--- config.mk ---
export PLATFORM = sky130hd
export DESIGN_NAME = rtc_alarm_match
export DESIGN_NICKNAME = d
export VERILOG_FILES = /design/src/rtl/rtc_alarm_pkg.sv /design/src/rtl/rtc_alarm_regs.sv /design/src/rtl/rtc_alarm_rate.sv /design/src/rtl/rtc_alarm_cmp.sv /design/src/rtl/rtc_alarm_match.sv
export SDC_FILE = /design/constraint.sdc
export NUM_CORES = 1
export LEC_CHECK = 0
export CORE_ASPECT_RATIO = 2
export CORE_MARGIN = 5
export CORE_UTILIZATION = 40
export DETAILED_ROUTE_END_ITERATION = 7
export HOLD_SLACK_MARGIN = 0.02
export PLACE_DENSITY = 0.7
export SLEW_MARGIN = 20
export SYNTH_ARGS = -nofsm -noshare
export SYNTH_HDL_FRONTEND = slang
export SYNTH_SLANG_ARGS = --single-unit
--- constraint.sdc ---
create_clock -name clk -period 5.9 [get_ports clk]
set_input_delay 1.77 -clock clk [delete_from_list [all_inputs] [get_ports clk]]
set_output_delay 1.77 -clock clk [all_outputs]
set_load 0.005 [all_outputs]
--- src/rtl/rtc_alarm_pkg.sv ---
`timescale 1ns/1ps
package rtc_alarm_pkg;

    typedef enum logic [2:0] {
        RATE_MONTH,
        RATE_DAY,
        RATE_HOUR,
        RATE_MIN,
        RATE_SEC
    } rate_e;

    typedef enum logic {
        ST_IDLE,
        ST_FIRE
    } fsm_e;

    typedef struct packed {
        logic [7:0] date;
        logic [7:0] hour;
        logic [7:0] min;
        logic [7:0] sec;
    } alarm_t;

    // BCD 00..59 on a 7-bit field
    function automatic logic bcd_upto59(input logic [6:0] v);
        return (v[6:4] <= 3'd5) && (v[3:0] <= 4'd9);
    endfunction

    // BCD 00..23 on a 6-bit field
    function automatic logic bcd_upto23(input logic [5:0] v);
        return (v[3:0] <= 4'd9) &&
               ((v[5:4] < 2'd2) || ((v[5:4] == 2'd2) && (v[3:0] <= 4'd3)));
    endfunction

    function automatic logic bcd_digit(input logic [3:0] v);
        return v <= 4'd9;
    endfunction

endpackage

--- src/rtl/rtc_alarm_regs.sv ---
`timescale 1ns/1ps
module rtc_alarm_regs
    import rtc_alarm_pkg::*;
#(
    parameter int ADDR_W   = 4,
    parameter int OFF_SEC  = 2,
    parameter int OFF_MIN  = 3,
    parameter int OFF_HOUR = 4,
    parameter int OFF_DATE = 5
) (
    input  logic              clk,
    input  logic              rst,
    input  logic              wr_en,
    input  logic [ADDR_W-1:0] wr_addr,
    input  logic [7:0]        wr_data,
    input  logic [ADDR_W-1:0] rd_addr,
    output logic [7:0]        rd_data,
    output logic [6:0]        sec_val,
    output logic [6:0]        min_val,
    output logic [5:0]        hour_val,
    output logic [5:0]        date_val,
    output logic [3:0]        mask
);

    localparam logic [ADDR_W-1:0] A_SEC  = ADDR_W'(OFF_SEC);
    localparam logic [ADDR_W-1:0] A_MIN  = ADDR_W'(OFF_MIN);
    localparam logic [ADDR_W-1:0] A_HOUR = ADDR_W'(OFF_HOUR);
    localparam logic [ADDR_W-1:0] A_DATE = ADDR_W'(OFF_DATE);

    alarm_t al_q;

    always_ff @(posedge clk) begin
        if (rst) begin
            al_q <= '0;
        end else if (wr_en) begin
            case (wr_addr)
                A_SEC:   if (bcd_upto59(wr_data[6:0])) al_q.sec  <= wr_data;
                A_MIN:   if (bcd_upto59(wr_data[6:0])) al_q.min  <= wr_data;
                A_HOUR:  if (bcd_upto23(wr_data[5:0])) al_q.hour <= wr_data;
                A_DATE:  if (bcd_digit(wr_data[3:0]))  al_q.date <= wr_data;
                default: ;
            endcase
        end
    end

    always_comb begin
        case (rd_addr)
            A_SEC:   rd_data = al_q.sec;
            A_MIN:   rd_data = al_q.min;
            A_HOUR:  rd_data = al_q.hour;
            A_DATE:  rd_data = al_q.date;
            default: rd_data = 8'h00;
        endcase
    end

    assign sec_val  = al_q.sec[6:0];
    assign min_val  = al_q.min[6:0];
    assign hour_val = al_q.hour[5:0];
    assign date_val = al_q.date[5:0];
    assign mask     = {al_q.date[7], al_q.hour[7], al_q.min[7], al_q.sec[7]};

    assert_reject_sec_R2: assert property (@(posedge clk) disable iff (rst)
        (wr_en && wr_addr == A_SEC && !bcd_upto59(wr_data[6:0])) |=> $stable(al_q.sec));

    assert_reject_min_R2: assert property (@(posedge clk) disable iff (rst)
        (wr_en && wr_addr == A_MIN && !bcd_upto59(wr_data[6:0])) |=> $stable(al_q.min));

    assert_reject_hour_R3: assert property (@(posedge clk) disable iff (rst)
        (wr_en && wr_addr == A_HOUR && !bcd_upto23(wr_data[5:0])) |=> $stable(al_q.hour));

    assert_reject_date_R4: assert property (@(posedge clk) disable iff (rst)
        (wr_en && wr_addr == A_DATE && !bcd_digit(wr_data[3:0])) |=> $stable(al_q.date));

    assert_reset_clear_R5: assert property (@(posedge clk)
        rst |=> (al_q == '0));

endmodule

--- src/rtl/rtc_alarm_rate.sv ---
`timescale 1ns/1ps
module rtc_alarm_rate
    import rtc_alarm_pkg::*;
(
    input  logic [3:0] mask,   // {date, hour, min, sec}
    output rate_e      rate
);

    always_comb begin
        case (mask)
            4'b0000: rate = RATE_MONTH;
            4'b1000: rate = RATE_DAY;
            4'b1100: rate = RATE_HOUR;
            4'b1110: rate = RATE_MIN;
            default: rate = RATE_SEC;
        endcase
    end

endmodule

--- src/rtl/rtc_alarm_cmp.sv ---
`timescale 1ns/1ps
module rtc_alarm_cmp
    import rtc_alarm_pkg::*;
#(
    parameter int FIELDS = 4
) (
    input  rate_e      rate,
    input  logic [6:0] al_sec,
    input  logic [6:0] al_min,
    input  logic [5:0] al_hour,
    input  logic [5:0] al_date,
    input  logic [6:0] now_sec,
    input  logic [6:0] now_min,
    input  logic [5:0] now_hour,
    input  logic [5:0] now_date,
    output logic       hit
);

    logic [FIELDS-1:0] eq;
    logic [FIELDS-1:0] need;

    assign eq = {al_date == now_date, al_hour == now_hour,
                 al_min == now_min, al_sec == now_sec};

    // fields that must agree, index 0 = seconds upward
    always_comb begin
        unique case (rate)
            RATE_MONTH: need = 4'b1111;
            RATE_DAY:   need = 4'b0111;
            RATE_HOUR:  need = 4'b0011;
            RATE_MIN:   need = 4'b0001;
            default:    need = 4'b0000;
        endcase
    end

    logic [FIELDS-1:0] ok;
    for (genvar g = 0; g < FIELDS; g++) begin : g_field
        assign ok[g] = eq[g] | ~need[g];
    end

    assign hit = &ok;

endmodule

--- src/rtl/rtc_alarm_match.sv ---
`timescale 1ns/1ps
module rtc_alarm_match
    import rtc_alarm_pkg::*;
(
    input  logic       clk,
    input  logic       rst,
    input  logic       wr_en,
    input  logic [3:0] wr_addr,
    input  logic [7:0] wr_data,
    input  logic [3:0] rd_addr,
    output logic [7:0] rd_data,
    input  logic       tick,
    input  logic [6:0] now_sec,
    input  logic [6:0] now_min,
    input  logic [5:0] now_hour,
    input  logic [5:0] now_date,
    output logic       irq
);

    logic [6:0] al_sec, al_min;
    logic [5:0] al_hour, al_date;
    logic [3:0] mask;
    rate_e      rate;
    logic       hit;
    fsm_e       state_q, state_d;

    rtc_alarm_regs #(.ADDR_W(4)) u_regs (
        .clk(clk), .rst(rst), .wr_en(wr_en), .wr_addr(wr_addr),
        .wr_data(wr_data), .rd_addr(rd_addr), .rd_data(rd_data),
        .sec_val(al_sec), .min_val(al_min), .hour_val(al_hour),
        .date_val(al_date), .mask(mask)
    );

    rtc_alarm_rate u_rate (.mask(mask), .rate(rate));

    rtc_alarm_cmp u_cmp (
        .rate(rate), .al_sec(al_sec), .al_min(al_min), .al_hour(al_hour),
        .al_date(al_date), .now_sec(now_sec), .now_min(now_min),
        .now_hour(now_hour), .now_date(now_date), .hit(hit)
    );

    // next-state: ARM_TO_FIRE, FIRE_AGAIN, FIRE_DONE
    always_comb begin
        unique case (state_q)
            ST_IDLE: state_d = (tick && hit) ? ST_FIRE : ST_IDLE;
            ST_FIRE: state_d = (tick && hit) ? ST_FIRE : ST_IDLE;
            default: state_d = ST_IDLE;
        endcase
    end

    always_ff @(posedge clk) begin
        if (rst) state_q <= ST_IDLE;
        else     state_q <= state_d;
    end

    always_comb begin
        irq = (state_q == ST_FIRE);
    end

    assert_needs_tick_R11: assert property (@(posedge clk) disable iff (rst)
        !tick |=> !irq);

    assert_every_tick_R10: assert property (@(posedge clk) disable iff (rst)
        (tick && rate == RATE_SEC) |=> irq);

    assert_month_date_R6: assert property (@(posedge clk) disable iff (rst)
        (tick && rate == RATE_MONTH && al_date != now_date) |=> !irq);

    assert_reset_quiet_R5: assert property (@(posedge clk)
        rst |=> !irq);

endmodule

==> results of run 1 <==
where the power goes:
group          total, mW  internal, mW  switching (mW)  leakage, nW
combinational     0.0664        0.0394          0.0270        0.724
clock              0.166        0.0813          0.0848       0.0439
sequential         0.226         0.224         0.00155        0.266
layout by cell type (no fill, tap or decap), types with 2 or more instances in the layout:
cell             count
nand3_1              6
clkinv_2             2
a22oi_1              8
nand2_1             23
dfxtp_1             33
clkbuf_8             5
a21oi_1              6
nand3_2              2
buf_4                4
nor4_1               3
clkdlybuf4s50_1     54
nand4_1              3
mux2i_1             26
xor2_1              12
nor2_1              26
xnor2_1             14
mux2_2               8
nor2b_1              3
nor3_1               3
final timing paths:
kind | endpoint | slack (ns) | cells after the start
worst max-delay path | rd_data[5] | 0.41 | 6
worst min-delay path | u_regs.sec_val[1] | 0.49 | 2
worst max register to register | irq | 4.51 | 5
worst min register to register | u_regs.sec_val[1] | 0.49 | 2
worst register-to-register path: stages (launching register included):
cell and delay [ns]:
dfxtp_1 0.39, xnor2_1 0.13, nand4_1 0.13, o41ai_1 0.38
nand3b_1 0.12, a211oi_1 0.17
sequential cells by signal, summed over array words and instances (netlist names):
register	flops
u_regs.min_val	7
u_regs.sec_val	7
u_regs.date_val	6
u_regs.hour_val	6
u_regs.mask	4
u_regs.al_q	2
irq	1
logic make-up after synthesis:
group | synth area share
and+or+nand+nor | 0.2036
muxes | 0.1946
DFF | 0.3669
xor gates and xnor gates | 0.1265
AOI/OAI and AO/OA | 0.08757
buffers and inverters | 0.02084
stage by stage:
step	util	hold slack (ns)
after global placement	0.5480	0.4728
final	0.5677	0.4872
after floorplan	-	0.4586
after global routing	0.5677	0.5118
after CTS	0.5677	0.4934
after detailed placement	0.5480	0.4837
layer usage:
metal | up-vias | global-route usage | share of wire | routed length [um]
li1 | 802 | - | - | -
met5 | - | 0 | 0 | 0
met4 | 0 | 0.1128 | 0.048 | 238
met2 | 42 | 0.3010 | 0.54 | 2711
met1 | 755 | 0.1737 | 0.37 | 1862
met3 | 11 | 0.02469 | 0.035 | 177
layout make-up:
type                    count  area [sq um]  area share
clock buffers               5         68.82     0.02767
clock inverters             3         17.52    0.007042
multi-input cells         156          1102      0.4432
flip-flops and latches     33         660.6      0.2656
well taps                  54         67.56     0.02716
repair buffers             58         570.5      0.2294
==> flow_summary.json, run 1 <==
{
  "rsz0062_at_grt": "false",
  "yosys_register_bits": 33,
  "hold_buffers": 0,
  "synth_area_per_cell_sq_um": 9.139,
  "dp_hpwl_um": 3849,
  "syn_area_sq_um": 1800,
  "grt_pass1_vias": 1633,
  "final.setup.tns_ns": 0,
  "cp.buffers_inverters": 3,
  "clock_latency_ns": 0.29,
  "postCtsSetupBuffers": 0,
  "synthTopCellsByArea": "dfxtp_1, mux2i_1, xnor2_1",
  "skew_ns": 0.003981,
  "p_total_mw": 0.4583,
  "startpoint": "rd_addr[0]",
  "fin_crit_sh": 0.9301,
  "drtIter0Drc": 28,
  "grt_use_total": 0.1689,
  "ant_nets": 0,
  "yosysSeqAreaShare": 0.3669,
  "yosys-top-cells-count": "dfxtp_1, mux2i_1, nor2_1, nand2_1, xnor2_1",
  "max_cap_viol_count": 0,
  "ys_warn_count": 0,
  "rows": 34,
  "grt_max_degree": 34,
  "crit_path_max_fanout": 10,
  "finish.instance_area_sq_um": 2487,
  "pre_cts_ws_ns": 0.3800,
  "grt_pass1_wl_um": 7748,
  "fp.dieH_um": 104.9,
  "status": "completed",
  "start_util": 0.4109,
  "instances_no_fill": 309,
  "vias": 1610,
  "routed_wl_um": 4989,
  "drive_gt1_frac": 0.09412,
  "slowest_delay_ns": 0.77,
  "io_buffers": 54,
  "coreArea_sq_um": 4382,
  "vias_per_cell": 5.210,
  "crit_type": "primary input to primary output",
  "cp-end-kind": "primary output",
  "clock-sinks": 33,
  "htree_num_levels": 2,
  "cts-root-buf": "clkbuf_8",
  "grt_overflow": 0,
  "hold_violations": 0,
  "worst_slew_pin_slew_ns": 0.5755,
  "finalSetupViolCount": 0,
  "fmax_mhz": 182.2,
  "fp.dieW_um": 57.44,
  "dieArea_sq_um": 6024,
  "drc": 0,
  "wl_per_cell_um": 16.15,
  "ys_types": 31,
  "r2r-start": "u_regs.sec_val[5]",
  "critPathTopFamily": "buffers and inverters",
  "globalplace.congestion": 0.7602,
  "synthCells": 197,
  "worst_slack_ns": 0.4124,
  "io_pins": 55,
  "cellPowerDensity_nw_per_um2": 184.3,
  "antenna_found_initial": 0,
  "clk_path_buf_depth": 2,
  "fin_nets": 300,
  "yosys.area.top_type_share": 0.3669,
  "dp_cells": 301,
  "async_flop_share": 0,
  "critPathLaunchType": "primary input",
  "hp-start": "u_regs.sec_val[1]",
  "yosys.cell_count.top_type": "dfxtp_1",
  "cts_tree": "yes",
  "vdd_ir_drop_max_mv": 0.1718,
  "clk_pin_slew_ns": 0.07,
  "areaGrowthSynthToFinish_pct": 38.15,
  "maxSlewHeadroom": 0.6109,
  "nFillCells": 422,
  "cp_data_arrival_time_ns": 3.72,
  "period_needed_ns": 5.488,
  "hold_path.class": "flip-flop to flip-flop",
  "crit_slowest_cell": "clkdlybuf4s50_1",
  "synth_top_area_cell": "dfxtp_1",
  "n_antenna_cell": 0,
  "place_area_sq_um": 2401,
  "cp.required_ns": 4.13,
  "synth_edf_count": 0,
  "cts-resized-gates": 0,
  "leakage_nw": 1.034,
  "slew_violations": 0,
  "path_cells": "clkdlybuf4s50_1 > nor4bb_1 > buf_4 > nand2_1 > nand2_1 > clkdlybuf4s50_1",
  "syn_nets": 243,
  "numCtsBuffers": 5,
  "ys.flop_type": "dfxtp_1",
  "firstDrtPassIters": 4
}
Note: power is estimated with default switching activity, not from simulation.
==> run 2: changes to the inputs <==
--- a/config.mk
+++ b/config.mk
@@ -7,10 +7,9 @@
 export LEC_CHECK = 0
 export CORE_ASPECT_RATIO = 2
 export CORE_MARGIN = 5
-export CORE_UTILIZATION = 40
+export CORE_UTILIZATION = 30
 export DETAILED_ROUTE_END_ITERATION = 7
 export HOLD_SLACK_MARGIN = 0.02
-export PLACE_DENSITY = 0.7
 export SLEW_MARGIN = 20
 export SYNTH_ARGS = -nofsm -noshare
 export SYNTH_HDL_FRONTEND = slang
==> constraint.sdc (replaced) <==
create_clock -name clk -period 5.9 [get_ports clk]
set_input_delay 1.18 -clock clk [delete_from_list [all_inputs] [get_ports clk]]
set_output_delay 1.18 -clock clk [all_outputs]
set_load 0.005 [all_outputs]
==> flow_summary.json, run 2 (synthesized netlist as in run 1, its figures left out) <==
{
  "cp-end-kind": "primary output",
  "dp_hpwl_um": 4058,
  "clock-sinks": 33,
  "cts-resized-gates": 0,
  "drive_gt1_frac": 0.07540,
  "slowest_delay_ns": 0.86,
  "skew_ns": 0.003377,
  "dieArea_sq_um": 7745,
  "io_buffers": 54,
  "cp_data_arrival_time_ns": 3.51,
  "rows": 40,
  "areaGrowthSynthToFinish_pct": 40.03,
  "maxSlewHeadroom": 0.3453,
  "clock_latency_ns": 0.28,
  "worstReg2RegEnd": "irq",
  "period_needed_ns": 4.693,
  "path_cells": "clkdlybuf4s50_1 > nor4b_2 > a22oi_1 > nand2_1 > clkdlybuf4s50_1",
  "grt_max_degree": 34,
  "critPathLaunchType": "primary input",
  "max_cap_viol_count": 0,
  "clk_path_buf_depth": 2,
  "coreArea_sq_um": 5906,
  "clk_pin_slew_ns": 0.05,
  "wl_per_cell_um": 16.81,
  "vias": 1656,
  "cts-root-buf": "clkbuf_16",
  "hold_buffers": 0,
  "final_cell_mix": "clkdlybuf4s50_1, dfxtp_1, mux2i_1, nor2_1, nand2_1",
  "cellPowerDensity_nw_per_um2": 213.0,
  "drc": 0,
  "grt_overflow": 0,
  "hold_path.class": "flip-flop to flip-flop",
  "rsz0062_at_grt": "false",
  "status": "completed",
  "htree_num_levels": 2,
  "hold_violations": 0,
  "fp.dieW_um": 64.78,
  "finalSetupViolCount": 0,
  "vdd_ir_drop_max_mv": 0.1225,
  "grt_use_total": 0.1451,
  "worst_slew_pin_slew_ns": 0.9800,
  "place_area_sq_um": 2385,
  "grt_pass1_wl_um": 8645,
  "final_util": 0.4269,
  "crit_slowest_cell": "nor4b_2",
  "drtIter0Drc": 64,
  "ff2ff_path_depth": 5,
  "grt_pass1_vias": 1715,
  "finish.instance_area_sq_um": 2521,
  "start_util": 0.3049,
  "cp.required_ns": 4.72,
  "final.setup.tns_ns": 0,
  "crit_type": "primary input to primary output",
  "dp_cells": 307,
  "r2r_setup_slack_ns": 4.45,
  "cpMostUsedCell": "clkdlybuf4s50_1",
  "fmax_mhz": 213.1,
  "slew_violations": 0,
  "ant_nets": 0,
  "fp.dieH_um": 119.6,
  "firstDrtPassIters": 4,
  "numCtsBuffers": 5,
  "crit_end": "rd_data[3]",
  "routed_wl_um": 5296,
  "instances_no_fill": 315,
  "crit_path_max_fanout": 10,
  "leakage_nw": 1.039,
  "r2r-start": "u_regs.sec_val[5]",
  "globalplace.congestion": 0.8239,
  "n_antenna_cell": 0,
  "vias_per_cell": 5.257,
  "antenna_found_initial": 0,
  "io_pins": 55,
  "whs_ns": 0.4873,
  "final_common_cell": "clkdlybuf4s50_1",
  "cts_tree": "yes",
  "startpoint": "rd_addr[0]",
  "postCtsSetupBuffers": 0,
  "fin_crit_sh": 0.7954,
  "fin_nets": 297
}
-- run 2: through the flow --
| step | power [mW] | setup slack [ns] |
|---|---|---|
| finish | 0.5370 | 1.207 |
| global route | 0.5572 | 1.003 |
| CTS | 0.5409 | 1.219 |
| detailed placement | 0.2970 | 1.212 |
| global placement | 0.2966 | 1.229 |
| floorplan | 0.2540 | 2.510 |
-- run 2: layout make-up --
| class | count | area, sq um |
|---|---|---|
| Fill cell | 620 | 3385 |
| Tap cell | 63 | 78.83 |
| Timing Repair Buffer | 55 | 543.0 |
| Clock buffer | 8 | 136.4 |
| Sequential cell | 33 | 660.6 |
| Multi-Input combinational cell | 156 | 1102 |
-- run 2: worst min path at each step --
stage	start	slack [ns]	endpoint	depth (start not counted)
after detailed placement	u_regs.sec_val[5]	0.48	u_regs.sec_val[5]	2
after global placement	u_regs.sec_val[6]	0.47	u_regs.sec_val[6]	2
after floorplan	u_regs.sec_val[3]	0.46	u_regs.sec_val[3]	2
after CTS	u_regs.sec_val[3]	0.49	u_regs.sec_val[3]	2
after global routing	u_regs.sec_val[4]	0.52	u_regs.sec_val[4]	2
final	u_regs.sec_val[3]	0.49	u_regs.sec_val[3]	2
-- run 2: power by group --
part / internal [mW] / switching (mW) / total [mW]
clock: 0.157 / 0.0881 / 0.245
combinational: 0.0381 / 0.0277 / 0.0658
sequential: 0.225 / 0.00155 / 0.226
total: 0.420 / 0.117 / 0.537
-- run 2: metal layers --
metal,up-vias,routed length [um],share of wire,GRT usage
li1,800,-,-,-
met1,775,2197,0.41,0.1733
met2,68,2627,0.50,0.2386
met3,13,287,0.054,0.03277
met4,0,183,0.035,0.07285
met5,-,0,0,0
-- run 2: worst max-delay path: cells and delay by family --
family | cells | cell delay [ns]
AO/OA/AOI/OAI | 1 | 0.20
buffers and inverters | 2 | 1.14
AND/OR/NAND/NOR | 2 | 0.99
==> run 3: changes to the inputs <==
==> constraint.sdc (replaced) <==
create_clock -name clk -period 4.92 [get_ports clk]
set_input_delay 0.984 -clock clk [delete_from_list [all_inputs] [get_ports clk]]
set_output_delay 0.984 -clock clk [all_outputs]
set_load 0.005 [all_outputs]
==> flow_summary.json, run 3 (synthesized netlist as in run 1, its figures left out) <==
{
  "startpoint": "rd_addr[0]",
  "slew_violations": 0,
  "io_buffers": 54,
  "htree_num_levels": 2,
  "period_needed_ns": 3.879,
  "grt_max_degree": 34,
  "cts-root-buf": "clkbuf_16",
  "start_util": 0.3049,
  "max_cap_viol_count": 0,
  "finish.instance_area_sq_um": 2536,
  "vias": 1638,
  "globalplace.congestion": 0.8035,
  "hold_buffers": 0,
  "place_area_sq_um": 2400,
  "cts-resized-gates": 0,
  "postCtsSetupBuffers": 0,
  "fin_nets": 299,
  "cp_data_arrival_time_ns": 2.89,
  "critPathLaunchType": "primary input",
  "antenna_found_initial": 0,
  "crit_end": "rd_data[1]",
  "grt_use_total": 0.1398,
  "cts_tree": "yes",
  "crit_type": "primary input to primary output",
  "clk_path_buf_depth": 2,
  "worstReg2RegEnd": "irq",
  "wl_per_cell_um": 16.59,
  "cp.required_ns": 3.94,
  "p_total_mw": 0.6430,
  "vdd_ir_drop_max_mv": 0.1259,
  "ff2ff_path_depth": 5,
  "firstDrtPassIters": 4,
  "final_util": 0.4294,
  "whs_ns": 0.4889,
  "areaGrowthSynthToFinish_pct": 40.86,
  "dr_wl_met3_um": 315,
  "vias_per_cell": 5.167,
  "routed_wl_um": 5259,
  "instances_no_fill": 317,
  "finalSetupViolCount": 0,
  "wl_met2_um": 2581,
  "clock_latency_ns": 0.27,
  "worst_slew_pin_slew_ns": 0.6129,
  "crit_path_max_fanout": 10,
  "rsz0062_at_grt": "false",
  "status": "completed",
  "fp.dieW_um": 64.78,
  "hold_violations": 0,
  "clk_pin_slew_ns": 0.05,
  "grt_overflow": 0,
  "r2r-start": "u_regs.sec_val[2]",
  "n_antenna_cell": 0,
  "fp.dieH_um": 119.6,
  "final_common_cell": "clkdlybuf4s50_1",
  "numCtsBuffers": 5,
  "nFillCells": 631,
  "grt_pass1_vias": 1736,
  "dieArea_sq_um": 7745,
  "drc": 0,
  "pre_cts_ws_ns": 1.070,
  "coreArea_sq_um": 5906,
  "fmax_mhz": 257.8,
  "dp_cells": 309,
  "grt_pass1_wl_um": 8473,
  "dp_hpwl_um": 4055,
  "r2r_setup_slack_ns": 3.54,
  "worst_slack_ns": 1.041,
  "drive_gt1_frac": 0.08268,
  "rows": 40,
  "fin_crit_sh": 0.7883,
  "drtIter0Drc": 73,
  "cellPowerDensity_nw_per_um2": 253.5,
  "io_pins": 55,
  "hold_path.class": "flip-flop to flip-flop",
  "final.setup.tns_ns": 0,
  "m1WireLength_um": 2207,
  "clock-sinks": 33,
  "ant_nets": 0,
  "final_cell_mix": "clkdlybuf4s50_1, dfxtp_1, mux2i_1, nor2_1, nand2_1",
  "highest_layer": "met4",
  "leakage_nw": 1.050,
  "skew_ns": 0.004281,
  "maxSlewHeadroom": 0.5914,
  "cp-end-kind": "primary output"
}
[run 3: critical path, stage by stage]
cell             delay, ns
clkdlybuf4s50_1       0.77
nor4bb_1              0.28
buf_4                 0.22
nand2_1               0.07
nand2_1               0.07
clkdlybuf4s50_1       0.50
[run 3: power breakdown]
part           switching, mW  internal [mW]
Sequential           0.00196          0.270
Clock                  0.104          0.188
Combinational         0.0328         0.0463
Total                  0.139          0.504
[run 3: cell type report]
cell class              instances  area [sq um]  area share
multi-input cells             156          1102      0.4346
clock buffers                   8         136.4     0.05377
repair buffers                 57         558.0      0.2200
flip-flops and latches         33         660.6      0.2605
well taps                      63         78.83     0.03108
[run 3: worst min path at each step]
stage | start | end | slack [ns] | cells after the start
after floorplan | u_regs.sec_val[3] | u_regs.sec_val[3] | 0.46 | 2
after global placement | u_regs.al_q[22] | u_regs.al_q[22] | 0.48 | 2
after detailed placement | u_regs.sec_val[4] | u_regs.sec_val[4] | 0.48 | 2
after CTS | u_regs.sec_val[4] | u_regs.sec_val[4] | 0.49 | 2
after global routing | u_regs.sec_val[6] | u_regs.sec_val[6] | 0.52 | 2
final | u_regs.sec_val[6] | u_regs.sec_val[6] | 0.49 | 2
[run 3: metal layers]
layer	up-vias	track usage
li1	806	-
met1	758	0.1640
met2	61	0.2354
met3	13	0.03839
met4	0	0.05563
met5	-	0
